`src/rtl/qam16_pkg.sv`:
```
package qam16_pkg;

   // Selects how an axis bit pair is ranked onto the amplitude ladder.
   typedef enum logic {
      LVL_ORDER_STRAIGHT = 1'b0,
      LVL_ORDER_GRAY     = 1'b1
   } lvl_order_e;

   // Largest magnitude on an axis with the given number of code bits.
   function automatic int unsigned axis_peak(input int unsigned code_bits);
      return (1 << code_bits) - 1;
   endfunction

endpackage : qam16_pkg

```
`src/rtl/sym_strobe_div.sv`:
```
module sym_strobe_div #(
   parameter int unsigned DIV = 4
) (
   input  logic clk,
   input  logic rst,
   output logic strobe
);
   localparam int unsigned CNT_W = (DIV > 1) ? $clog2(DIV) : 1;
   localparam logic [CNT_W-1:0] LAST = CNT_W'(DIV - 1);

   generate
      if (DIV < 2) begin : g_bad_div
         $error("sym_strobe_div: DIV must be at least 2");
      end
   endgenerate

   logic [CNT_W-1:0] cnt_q;

   always_ff @(posedge clk) begin
      if (rst) begin
         cnt_q <= '0;
      end else if (cnt_q == LAST) begin
         cnt_q <= '0;
      end else begin
         cnt_q <= cnt_q + 1'b1;
      end
   end

   assign strobe = !rst && (cnt_q == LAST);

   AST_STROBE_SINGLE: assert property (@(posedge clk) disable iff (rst)
      strobe |=> !strobe) else $error("strobe wider than one clock");

endmodule : sym_strobe_div

```
`src/rtl/ser2par_shift.sv`:
```
module ser2par_shift #(
   parameter int unsigned WORD_W = 4
) (
   input  logic              clk,
   input  logic              rst,
   input  logic              bit_in,
   output logic [WORD_W-1:0] word_now
);
   generate
      if (WORD_W < 2) begin : g_bad_w
         $error("ser2par_shift: WORD_W must be at least 2");
      end
   endgenerate

   logic [WORD_W-2:0] sh_q;

   always_ff @(posedge clk) begin
      if (rst) begin
         sh_q <= '0;
      end else begin
         sh_q <= {sh_q[WORD_W-3 >= 0 ? WORD_W-3 : 0 : 0], bit_in} ;
      end
   end

   // Word completed by the bit currently on the input; earliest bit is MSB.
   assign word_now = {sh_q, bit_in};

endmodule : ser2par_shift

```
`src/rtl/sym_hold_reg.sv`:
```
module sym_hold_reg #(
   parameter int unsigned WORD_W = 4
) (
   input  logic              clk,
   input  logic              rst,
   input  logic              load,
   input  logic [WORD_W-1:0] word_in,
   output logic [WORD_W-1:0] word_q,
   output logic              fresh_q
);
   always_ff @(posedge clk) begin
      if (rst) begin
         word_q  <= '0;
         fresh_q <= 1'b0;
      end else begin
         fresh_q <= load;
         if (load) begin
            word_q <= word_in;
         end
      end
   end

endmodule : sym_hold_reg

```
`src/rtl/axis_level_map.sv`:
```
module axis_level_map
   import qam16_pkg::*;
#(
   parameter int unsigned CODE_W   = 2,
   parameter int unsigned SAMPLE_W = 8,
   parameter lvl_order_e  ORDER    = LVL_ORDER_STRAIGHT
) (
   input  logic [CODE_W-1:0]   code,
   output logic [SAMPLE_W-1:0] level
);
   localparam logic [SAMPLE_W-1:0] PEAK = SAMPLE_W'(axis_peak(CODE_W));

   generate
      if (SAMPLE_W < CODE_W + 2) begin : g_bad_sw
         $error("axis_level_map: SAMPLE_W too small for the level range");
      end
   endgenerate

   logic [CODE_W-1:0] rank;

   generate
      if (ORDER == LVL_ORDER_GRAY) begin : g_gray
         always_comb begin
            rank[CODE_W-1] = code[CODE_W-1];
            for (int k = CODE_W - 2; k >= 0; k--) begin
               rank[k] = rank[k+1] ^ code[k];
            end
         end
      end else begin : g_straight
         assign rank = code;
      end
   endgenerate

   // Rank 0 is the top level; each step down the ladder subtracts two.
   assign level = PEAK - (SAMPLE_W'(rank) << 1);

endmodule : axis_level_map

```
`src/rtl/qam16_serial_mapper.sv`:
```
module qam16_serial_mapper
   import qam16_pkg::*;
#(
   parameter int unsigned AXIS_BITS = 2,
   parameter int unsigned SAMPLE_W  = 8,
   parameter lvl_order_e  ORDER     = LVL_ORDER_STRAIGHT
) (
   input  logic                clk,
   input  logic                rst,
   input  logic                ser_in,
   output logic                sym_valid,
   output logic [SAMPLE_W-1:0] i_sample,
   output logic [SAMPLE_W-1:0] q_sample
);
   localparam int unsigned SYM_BITS = 2 * AXIS_BITS;
   localparam int          PEAK_I   = int'(axis_peak(AXIS_BITS));

   generate
      if (AXIS_BITS < 1) begin : g_bad_axis
         $error("qam16_serial_mapper: AXIS_BITS must be at least 1");
      end
   endgenerate

   logic                strobe;
   logic [SYM_BITS-1:0] word_now;
   logic [SYM_BITS-1:0] word_held;
   logic                held_fresh;
   logic [SAMPLE_W-1:0] i_lvl;
   logic [SAMPLE_W-1:0] q_lvl;

   sym_strobe_div #(.DIV(SYM_BITS)) u_div (
      .clk    (clk),
      .rst    (rst),
      .strobe (strobe)
   );

   ser2par_shift #(.WORD_W(SYM_BITS)) u_shift (
      .clk      (clk),
      .rst      (rst),
      .bit_in   (ser_in),
      .word_now (word_now)
   );

   sym_hold_reg #(.WORD_W(SYM_BITS)) u_hold (
      .clk     (clk),
      .rst     (rst),
      .load    (strobe),
      .word_in (word_now),
      .word_q  (word_held),
      .fresh_q (held_fresh)
   );

   axis_level_map #(.CODE_W(AXIS_BITS), .SAMPLE_W(SAMPLE_W), .ORDER(ORDER)) u_map_i (
      .code  (word_held[SYM_BITS-1 -: AXIS_BITS]),
      .level (i_lvl)
   );

   axis_level_map #(.CODE_W(AXIS_BITS), .SAMPLE_W(SAMPLE_W), .ORDER(ORDER)) u_map_q (
      .code  (word_held[AXIS_BITS-1:0]),
      .level (q_lvl)
   );

   always_ff @(posedge clk) begin
      if (rst) begin
         sym_valid <= 1'b0;
         i_sample  <= '0;
         q_sample  <= '0;
      end else begin
         sym_valid <= held_fresh;
         if (held_fresh) begin
            i_sample <= i_lvl;
            q_sample <= q_lvl;
         end
      end
   end

   AST_LOAD_TO_VALID: assert property (@(posedge clk) disable iff (rst)
      strobe |=> ##1 sym_valid) else $error("valid missing after load");

   AST_VALID_SINGLE: assert property (@(posedge clk) disable iff (rst)
      sym_valid |=> !sym_valid) else $error("valid wider than one clock");

   AST_HOLD_BETWEEN: assert property (@(posedge clk) disable iff (rst)
      !sym_valid |-> ($stable(i_sample) && $stable(q_sample))) else $error("samples moved");

   AST_LEVEL_LEGAL: assert property (@(posedge clk) disable iff (rst)
      sym_valid |-> (i_sample[0] && q_sample[0]
                     && $signed(i_sample) <= PEAK_I && $signed(i_sample) >= -PEAK_I
                     && $signed(q_sample) <= PEAK_I && $signed(q_sample) >= -PEAK_I))
      else $error("illegal level");

endmodule : qam16_serial_mapper

```
`config.mk`:
```
export PLATFORM = sky130hd
export DESIGN_NAME = qam16_serial_mapper
export DESIGN_NICKNAME = d
export VERILOG_FILES = /design/src/rtl/qam16_pkg.sv /design/src/rtl/sym_strobe_div.sv /design/src/rtl/ser2par_shift.sv /design/src/rtl/sym_hold_reg.sv /design/src/rtl/axis_level_map.sv /design/src/rtl/qam16_serial_mapper.sv
export SDC_FILE = /design/constraint.sdc
export NUM_CORES = 1
export LEC_CHECK = 0
export BUFFER_PORTS_ARGS = -buffer_cell sky130_fd_sc_hd__buf_2
export CORE_AREA = 8 8 45 47
export CTS_BUF_LIST = sky130_fd_sc_hd__clkbuf_16
export DETAILED_ROUTE_END_ITERATION = 10
export DIE_AREA = 0 0 53 55
export PLACE_DENSITY = 0.86
export SYNTH_ARGS = -nofsm -noshare
export SYNTH_HDL_FRONTEND = slang
export SYNTH_SLANG_ARGS = --single-unit
```
`constraint.sdc`:
```
create_clock -name clk -period 1.6 [get_ports clk]
set_clock_uncertainty 0.1 [all_clocks]
set_input_delay 0 -clock clk [delete_from_list [all_inputs] [get_ports clk]]
set_output_delay 0 -clock clk [all_outputs]
set_load 0.1 [all_outputs]
```
# ---- Yosys cells after proc, flatten, opt, wreduce, memory -nomap -nowiden
# Cells that the tools add are included.
dict set report word_totals {
  ff_bits 27
  output_inout_bits 17
  word_cells 14
}
dict set report classes {
  n_addsub 3
  n_eq_ne 1
  n_reduce_logical 3
}
# operator count
set op_table {}
lappend op_table {{$sub 2x3->4 const A} 2}
lappend op_table {{$add 2x1->2 const B} 1}
lappend op_table {{$eq 2x2->1 const B} 1}
lappend op_table {{$reduce_or 2->1} 1}
lappend op_table {{$logic_and 1x1->1} 1}
lappend op_table {{$logic_not 1->1} 1}

# ---- Longest topological paths before layout
dict set report depth {
  depth_word 2
  depth_mapped 4
  ltp_nobuf 3
}

# ---- Hierarchy
# A second synthesis with hierarchy kept.
dict set report unflattened {
  cells_unflattened 100
  hier_area_um2 1071.0
}
# module instances cells_each area_per_inst_um2 seq_area_each_um2
set by_module_without_submodules {}
lappend by_module_without_submodules {qam16_serial_mapper 1 54 608.1 340.3}
lappend by_module_without_submodules {sym_hold_reg 1 15 172.7 100.1}
lappend by_module_without_submodules {axis_level_map 2 9 60.1 0.0}
lappend by_module_without_submodules {ser2par_shift 1 7 86.3 60.1}
lappend by_module_without_submodules {sym_strobe_div 1 6 83.8 40.0}

# ---- Least setup slack after synthesis
# OpenSTA, ideal clock, no wires.
dict set report synth_timing {
  path_kind {reg-to-output}
  from {register i_sample[4] (netlist name)}
  to {output i_sample[3]}
  t_arrival_ps 1445
  path_slack_ps 55
  path_stages_with_launch 2
  path_buffers 1
  path_cell_list {dfxtp_1 > buf_4}
}
# item line_no
set synth_lines {}
lappend synth_lines {{to (decl)} qam16_serial_mapper.sv:12} ;# output logic [SAMPLE_W-1:0] i_sample,

# ---- Worst setup path after layout
dict set report layout_timing {
  from {register u_div.cnt_q[0]}
  to {register u_hold.word_q[2]}
}
dict set report layout_via {
  elab_chain_cells 2
}
# item line_no
set layout_rtl {}
lappend layout_rtl {{from (decl)} sym_strobe_div.sv:17} ;# logic [CNT_W-1:0] cnt_q;
lappend layout_rtl {{from (signal assigned)} sym_strobe_div.sv:25} ;# cnt_q <= cnt_q + 1'b1;
lappend layout_rtl {{$eq 2x2->1} sym_strobe_div.sv:29} ;# assign strobe = !rst && (cnt_q == LAST);
lappend layout_rtl {{$logic_and 1x1->1} sym_strobe_div.sv:29}
lappend layout_rtl {{to (signal assigned)} sym_hold_reg.sv:18} ;# word_q <= word_in;
lappend layout_rtl {{to (decl)} sym_hold_reg.sv:8} ;# output logic [WORD_W-1:0] word_q,
# Every way passes these cells.
# A chain may end at the register's enable or synchronous reset.

==> flow_summary.ini <==
[cts]
cts_setup_buffers = 0
cts-root-to-sink-buffers = 2
inserted_clock_buffers = 3
clk_pin_slew_ns = 0.05
h-tree-depth = 1
worstSkewPairLatency_ns = 0.24
tritoncts_num_sinks = 16
tritoncts_clock_tree = done
clockRootBuffer = sky130_fd_sc_hd__clkbuf_16
post_cts_resize_count = 0
cts_hold_fix_bufs = 1

[worst_setup_path]
critical_path_depth = 3
critical-path-max-stage-delay_ns = 0.41
crit_path_max_fanout = 7
critPathBufInv = 0
worst_path_dominant_cell_family = adder cells
critPathLaunch = u_div.cnt_q[0]
endpoint_kind = register
critPathSlowestCell = sky130_fd_sc_hd__ha_1
critical_path_type = register to register
r2r-start = u_div.cnt_q[0]
worst-r2r-setup-slack_ns = 0.29
timing.critical_path.arrival_ns = 1.33
ff2ff_path_depth = 3
r2r-end = u_hold.word_q[2]
timing.critical_path.cells = ha_1 > mux2i_1 > nor2_1
required_time_of_the_critical_path_ns = 1.62
worst_setup_path_start_kind = register
crit_end = u_hold.word_q[2]

[cells_and_area]
n_antenna_cell = 0
final_layout_size_suffix_gt1_share_pct = 41.8
finalInstanceArea_sq_um = 742
final_util_pct = 53.6
layout.area.seq_sq_um = 320
area_taken_by_multi_input_logic_gates_sq_um = 221
layout_commonest_cell = sky130_fd_sc_hd__buf_2
final_cells = 83
area_delta_synth_final_pct = 12.7
n_fill_cell = 118
layout.cells.most_common_list = 19 x sky130_fd_sc_hd__buf_2, 16 x sky130_fd_sc_hd__dfxtp_1, 8 x sky130_fd_sc_hd__nor2_1, 6 x sky130_fd_sc_hd__mux2i_1
net_total_in_the_final_layout = 73

[timing]
finalSetupTns_ns = 0
finalHoldWorstSlack_ns = 0.0157
setup-violations-final = 0
max_slew.worst_pin.slew_ns = 0.501
fmax_mhz = 764
rsz0062_at_grt = no
worst_slack_ns = 0.290
slew_headroom_pct = 66.8
final_hold_viol_count = 0
final_period_minus_worst_setup_slack_ns = 1.31
min_period_over_period_pct = 81.8
drv_slew = 0

[min_path]
worstHoldPathType = primary input to register

[placed_design]
routabilityCongestion = 0.662
dpl-instance-area_sq_um = 657
dp.cells = 79
pre_cts_slack_ns = 0.292
dp_hpwl_um = 749
port-buffer-count = 19

[detailed_routing]
drt-wirelength-per-cell_um = 12.2
detail_route.iter0.violations = 3
detail_route.first_pass.iterations = 2
viasPerCell = 4.61
final_antenna_net_count = 0
detail_route.drc_violations = 0
routed_wirelength_um = 1010
vias = 383

[power]
p_sw_mw = 0.207
static-leakage-power_nw = 0.346
peakVddDrop_uv = 840
netSwitchingFraction_pct = 21.1
power_frac_clock_pct = 47.6
total_power_mw = 0.978
internal-power_mw = 0.771
power.sequential.fraction_pct = 43.7
p_comb_share_pct = 8.7
p_per_area_nw_per_um2 = 1320

[yosys]
ys_seq_area_share_pct = 48.7
synth.lib_cells_used.distinct = 14
postSynthAreaPerCell_sq_um = 11.3
syn-cell-area_sq_um = 658
ys_ff_latch = 16
synth.top_cell.area_share_pct = 48.7
synth.largest_area_cell = sky130_fd_sc_hd__dfxtp_1
synth.area.top_cells = sky130_fd_sc_hd__dfxtp_1 49%, sky130_fd_sc_hd__buf_4 13%, sky130_fd_sc_hd__mux2i_1 9.1%
post_synth_inst_count = 58
yosys_warnings = 0
syn-num-nets = 62

[floorplan]
floorplan.initialDensity_pct = 47.6
design.core.area_sq_um = 1380
dieHeight_um = 55
std_cell_rows = 14
io_pins = 20
die_width_um = 53
area_of_the_die_sq_um = 2920

[grt]
grt_pass1_vias = 376
grt_start_max_net_pins = 17
global_route_total_overflow = 0
groute.usage.overall_pct = 8.09
antenna_found_initial = 0
grt_first_pass_wirelength_um = 1630

[status]
outcome = completed

[run]
drv.max_cap_violation_count = 0
==> kinds of logic (layout without fill, tap and decap cells) <==
| family | count (synthesis) | count (layout) | share of synthesized area (%) |
|---|---|---|---|
| compound gates | 2 | 2 | 2.66 |
| fa+ha+maj | 1 | 1 | 1.90 |
| buf+inv | 14 | 23 | 17.7 |
| flops | 16 | 16 | 48.7 |
| mux | 6 | 6 | 9.13 |
| simple gates | 19 | 19 | 20.0 |
==> power by group through the flow <==
stage	Clock (mW)	Sequential (mW)	Combinational, mW
floorplan	0	0.458	0.0546
global placement	0	0.434	0.0825
detailed placement	0	0.435	0.0839
CTS	0.485	0.428	0.0857
global route	0.502	0.429	0.0892
finish	0.466	0.428	0.0846
==> final cells by class <==
class,count,area share [%]
flip-flops and latches,16,43.2
multi-input cells,28,29.8
repair buffers,20,14.2
clock buffers,3,10.1
well taps,16,2.70
==> cells in the mapped netlist, drive strengths merged <==
| library cell | number |
|---|---|
| dfxtp | 16 |
| buf | 14 |
| nor2 | 8 |
| and2b | 4 |
| nor2b | 1 |
| mux2i | 6 |
| ha | 1 |
| nor3 | 1 |
| nor3b | 1 |
| a21oi | 2 |
| nand2b | 4 |
==> worst min-delay path by stage <==
| stage | to | startpoint | depth (start not counted) |
|---|---|---|---|
| 2_1_floorplan | u_hold.fresh_q | rst | 1 |
| 3_3_place_gp | u_shift.sh_q[0] | ser_in | 2 |
| 3_5_place_dp | u_shift.sh_q[0] | ser_in | 2 |
| 4_1_cts | u_hold.word_q[3] | rst | 2 |
| 5_1_grt | u_hold.word_q[3] | rst | 2 |
| 6_report | i_sample[0] | rst | 2 |
==> flip-flops by register name, indices dropped and copies added (netlist names) <==
signal and count:
u_hold.word_q 4, i_sample 3, u_shift.sh_q 3, q_sample 2
u_div.cnt_q 2, sym_valid 1, u_hold.fresh_q 1
==> metal layers <==
metal,GRT usage (%),vias up,wire (um)
li1,-,194,-
met1,6.83,169,365
met2,13.9,18,476
met3,5.35,2,156
met4,5.17,0,14
met5,0,-,0
Note: power is estimated with default switching activity, not from simulation.
